$ cat src/rtl/gpio_port_pkg.sv
package gpio_port_pkg;
  // Which register an access selects
  typedef enum logic [1:0] {
    REG_NONE   = 2'd0,
    REG_WINDOW = 2'd1,
    REG_DIR    = 2'd2
  } gpio_reg_e;
endpackage

$ cat src/rtl/gpio_addr_decode.sv
module gpio_addr_decode
  import gpio_port_pkg::*;
#(
  parameter int LINES = 8,
  localparam int AW = LINES + 3
) (
  input  logic [AW-1:0]    addr,
  output gpio_reg_e        region,
  output logic [LINES-1:0] line_mask
);
  localparam logic [AW-1:0] DIR_OFS = AW'(1) << (LINES + 2);

  always_comb begin
    line_mask = addr[LINES+1:2];
    region    = REG_NONE;
    if (!addr[AW-1]) begin
      if (addr[1:0] == 2'b00) region = REG_WINDOW;
    end else if (addr == DIR_OFS) begin
      region = REG_DIR;
    end
  end
endmodule

$ cat src/rtl/gpio_line_bank.sv
module gpio_line_bank
  import gpio_port_pkg::*;
#(
  parameter int LINES = 8
) (
  input  logic             clk,
  input  logic             rst_n,
  input  logic             wr_en,
  input  gpio_reg_e        region,
  input  logic [LINES-1:0] line_mask,
  input  logic [LINES-1:0] wdata,
  output logic [LINES-1:0] dir_q,
  output logic [LINES-1:0] out_q
);
  for (genvar i = 0; i < LINES; i++) begin : g_line
    always_ff @(posedge clk) begin
      if (!rst_n) begin
        dir_q[i] <= 1'b0;
        out_q[i] <= 1'b0;
      end else if (wr_en) begin
        if (region == REG_DIR)
          dir_q[i] <= wdata[i];
        if (region == REG_WINDOW && line_mask[i] && dir_q[i])
          out_q[i] <= wdata[i];
      end
    end
  end
endmodule

$ cat src/rtl/gpio_in_sync.sv
module gpio_in_sync #(
  parameter int LINES  = 8,
  parameter int STAGES = 2
) (
  input  logic             clk,
  input  logic [LINES-1:0] async_in,
  output logic [LINES-1:0] sync_out
);
  logic [LINES-1:0] stage_q [STAGES];

  for (genvar s = 0; s < STAGES; s++) begin : g_stage
    if (s == 0) begin : g_first
      always_ff @(posedge clk) stage_q[0] <= async_in;
    end else begin : g_next
      always_ff @(posedge clk) stage_q[s] <= stage_q[s-1];
    end
  end

  assign sync_out = stage_q[STAGES-1];
endmodule

$ cat src/rtl/gpio_masked_port.sv
module gpio_masked_port
  import gpio_port_pkg::*;
#(
  parameter int LINES = 8,
  localparam int AW = LINES + 3
) (
  input  logic             clk,
  input  logic             rst_n,
  input  logic             bus_sel,
  input  logic             bus_wr,
  input  logic [AW-1:0]    bus_addr,
  input  logic [LINES-1:0] bus_wdata,
  output logic [LINES-1:0] bus_rdata,
  input  logic [LINES-1:0] pad_in,
  output logic [LINES-1:0] pad_out,
  output logic [LINES-1:0] pad_oe
);
  gpio_reg_e        region;
  logic [LINES-1:0] line_mask;
  logic [LINES-1:0] dir_q;
  logic [LINES-1:0] out_q;
  logic [LINES-1:0] pin_sync;
  logic             wr_en;
  logic             rd_en;

  assign wr_en = bus_sel & bus_wr;
  assign rd_en = bus_sel & ~bus_wr;

  gpio_addr_decode #(.LINES(LINES)) u_dec (
    .addr      (bus_addr),
    .region    (region),
    .line_mask (line_mask)
  );

  gpio_line_bank #(.LINES(LINES)) u_bank (
    .clk       (clk),
    .rst_n     (rst_n),
    .wr_en     (wr_en),
    .region    (region),
    .line_mask (line_mask),
    .wdata     (bus_wdata),
    .dir_q     (dir_q),
    .out_q     (out_q)
  );

  gpio_in_sync #(.LINES(LINES), .STAGES(2)) u_sync (
    .clk      (clk),
    .async_in (pad_in),
    .sync_out (pin_sync)
  );

  always_comb begin
    bus_rdata = '0;
    if (rd_en) begin
      case (region)
        REG_WINDOW: bus_rdata = line_mask & ((dir_q & out_q) | (~dir_q & pin_sync));
        REG_DIR:    bus_rdata = dir_q;
        default:    bus_rdata = '0;
      endcase
    end
  end

  assign pad_out = out_q;
  assign pad_oe  = dir_q;
endmodule

$ cat config.mk
export PLATFORM = sky130hd
export DESIGN_NAME = gpio_masked_port
export DESIGN_NICKNAME = d
export VERILOG_FILES = /design/src/rtl/gpio_port_pkg.sv /design/src/rtl/gpio_addr_decode.sv /design/src/rtl/gpio_line_bank.sv /design/src/rtl/gpio_in_sync.sv /design/src/rtl/gpio_masked_port.sv
export SDC_FILE = /design/constraint.sdc
export NUM_CORES = 1
export LEC_CHECK = 0
export ABC_AREA = 0
export BUFFER_PORTS_ARGS = -buffer_cell sky130_fd_sc_hd__buf_2
export CAP_MARGIN = 25
export CORE_MARGIN = 2
export CORE_UTILIZATION = 30
export CTS_BUF_LIST = sky130_fd_sc_hd__clkbuf_8 sky130_fd_sc_hd__clkbuf_16
export CTS_CLUSTER_SIZE = 40
export DETAILED_ROUTE_END_ITERATION = 12
export PLACE_DENSITY_LB_ADDON = 0.2
export SETUP_SLACK_MARGIN = 0.3
export SYNTH_ARGS = -nofsm -noshare
export SYNTH_HDL_FRONTEND = slang
export SYNTH_SLANG_ARGS = --single-unit
export TNS_END_PERCENT = 100
$ cat constraint.sdc
create_clock -name clk -period 1.1 [get_ports clk]
set_input_delay 0.165 -clock clk [delete_from_list [all_inputs] [get_ports clk]]
set_output_delay 0.165 -clock clk [all_outputs]
set_load 0.1 [all_outputs]
==> results.toml <==
[run_status]
status = "finished, violations left"
failed_checks = "negative setup slack"

[timing]
finClkSkew_ns = 0.00184
fmax_ghz = 0.677
rsz0062_at_grt = "true"
finalCritPeriodShare_pct = 134
slew_headroom_pct = 71.1
timing.hold.ws_ns = 0.147
worst_slack_ns = -0.377
drv_slew = 0
worst_pin_slew_ns = 0.434
layout_min_cycle_time_ns = 1.48
finalSetupViolations = 12
hold_viol = 0

[critical_path]
cp.arrival_ns = 1.31
cp_max_fo = 9
cp_data_required_time_ns = 0.94
cp-end-kind = "output port"
critical_path_class = "in2out"
cp-start-kind = "input port"

[grt]
grt_max_degree = 25
track_usage_pct = 17.3
antenna_found_initial = 0
grt_pass1_wl_um = 6540
grt_pass1_vias = 1471
gr-total-overflow = 0

[power_and_ir_drop]
vdd_ir_drop_max_uv = 546
p_int_mw = 1.80
power_switching_mw = 0.553
p_comb_share_pct = 13.1
power_density_nw_per_um2 = 821
seqPwrFrac_pct = 49.2
clkPwrFrac_pct = 37.7
p_leak_nw = 1.24
netSwitchingFraction_pct = 23.5

[clock_tree]
cts-root-buf = "clkbuf_8"
cts_tree = "built"
clk_pin_slew_ns = 0.06
cts_max_level = 2
clock_latency_ns = 0.28
cts_sinks = 32
numCtsBuffers = 5
cts_buffer_depth = 2

[placement]
dp_slack_ns = -0.385
dpl.hpwl_um = 2850
place_area_sq_um = 2360
gp_congestion = 0.733
io_buffers = 54

[yosys]
synthesis.area_sq_um = 1280
ys_seq_area_share_pct = 50.0
avgSynthCellArea_sq_um = 10.3
synth_warnings = 0
syn_inst = 124
yosys_register_bits = 32
syn-num-nets = 155
synth_cell_types = 16

[detailed_routing]
postRouteWirelength_um = 4080
drcViolationCount = 0
dr.pass1.iters = 4
first_iter_violations = 59
vias = 1391
ant_nets = 0
wire_per_inst_um = 14.4
vias_per_cell = 4.92

[layout]
syn_to_final_growth_pct = 124
utilization_pct = 70.7
drive_gt1_share_pct = 63.9
fin_nets = 263
fin_area_sq_um = 2870
antenna_cells = 0

[job]
cap_violations = 0

[worst_hold_path]
hp-class = "in2reg"

[floorplan]
die_area_sq_um = 4810
initial_utilization_pct = 31.5
rows = 23
die_x_um = 69.3
ios = 55
die_y_um = 69.3
core_sq_um = 4060
-- registers in the layout, indices dropped and copies added (netlist names) --
signal and flops:
u_sync.stage_q 16, u_bank.dir_q 8, u_bank.out_q 8
-- cell usage after synthesis --
cell type / number / share of area (%)
nand4_4: 1 / 1.7
nand2b_1: 1 / 0.49
dfxtp_1: 32 / 50
nor3_2: 1 / 0.78
mux2_2: 8 / 7.0
mux2i_1: 16 / 13
and2_1: 1 / 0.49
clkbuf_1: 3 / 0.88
buf_1: 1 / 0.29
nand3_1: 8 / 3.1
nor4_4: 2 / 3.3
nor3b_2: 1 / 0.98
a21oi_1: 8 / 3.1
nand4_1: 16 / 7.8
buf_2: 1 / 0.39
nand2_1: 24 / 7.0
-- worst max-delay path, cell delays in order --
cell,delay (ns)
buf_8,0.10
nor4_4,0.28
buf_6,0.17
nand4_1,0.19
a21oi_4,0.21
buf_12,0.19
-- per-layer routing --
layer	global-route usage [%]	vias to the layer above	routed length (um)
li1	-	667	-
met1	17.2	675	1510
met2	32.4	39	2270
met3	5.52	10	214
met4	7.84	0	85
met5	0	-	0
-- metrics by stage --
step	power [mW]	setup TNS (ns)	instances
2_1_floorplan	1.28	-4.86	124
3_3_place_gp	1.41	-4.37	255
3_5_place_dp	1.42	-4.60	255
4_1_cts	2.36	-2.89	275
5_1_grt	2.46	-3.62	283
6_report	2.35	-3.14	283
-- area by class of cell --
class	instances	area [sq um]
fill	270	1190
clock buffer	6	82.6
sequential	32	701
multi-input combinational	87	823
timing repair buffer	106	1190
tap	50	62.6
clock inverter	2	7.51
-- logic make-up (layout without fill, tap and decap cells) --
family / Yosys count / after routing / share of synthesized area (%)
compound gates: 8 / 8 / 3.13
buf+inv: 5 / 114 / 1.56
flops: 32 / 32 / 50.0
mux: 24 / 24 / 19.6
simple gates: 55 / 55 / 25.7
-- final timing paths --
check,startpoint,to,slack (ns),cells after the start
setup / recovery,bus_addr[6],bus_rdata[2],-0.38,6
hold / removal,bus_wdata[1],u_bank.out_q[1],0.15,3
setup reg to reg,u_bank.dir_q[6],u_bank.out_q[6],0.07,5
hold reg to reg,u_sync.stage_q[0][5],u_sync.stage_q[0][13],0.33,0
-- what timing repair did --
item | in CTS | in global routing
hold endpoints to repair | 8 | 0
hold buffers | 8 | 0
pin swaps | 15 | 10
gates resized for setup | 44 | 14
setup buffers | 4 | 8
endpoints found under the setup margin | 40 | 40
-- power by group through the flow --
| stage | clock [mW] | combinational [mW] | sequential, mW |
|---|---|---|---|
| 2_1_floorplan | 0 | 0.0951 | 1.18 |
| 4_1_cts | 0.909 | 0.287 | 1.16 |
| 3_3_place_gp | 0 | 0.228 | 1.18 |
| 6_report | 0.887 | 0.308 | 1.16 |
| 3_5_place_dp | 0 | 0.233 | 1.18 |
| 5_1_grt | 0.966 | 0.327 | 1.16 |
-- cells in the final DEF (no fill, tap or decap) --
cell	synthesis	routed
mux2i_1	16	16
dlygate4sd3_1	0	8
nand3_2	0	3
mux2_4	0	8
nand3_4	0	5
dfxtp_1	32	16
a21oi_4	0	8
nand4_4	1	1
nand2_1	24	24
inv_1	0	2
nor3b_2	1	1
buf_2	1	26
buf_4	0	15
buf_12	0	25
nor4_4	2	2
nand2b_1	1	1
dfxtp_4	0	16
nand4_1	16	16
buf_8	0	2
nor3_4	0	1
clkbuf_8	0	6
buf_6	0	30
and2_1	1	1
Note: power is estimated with default switching activity, not from simulation.
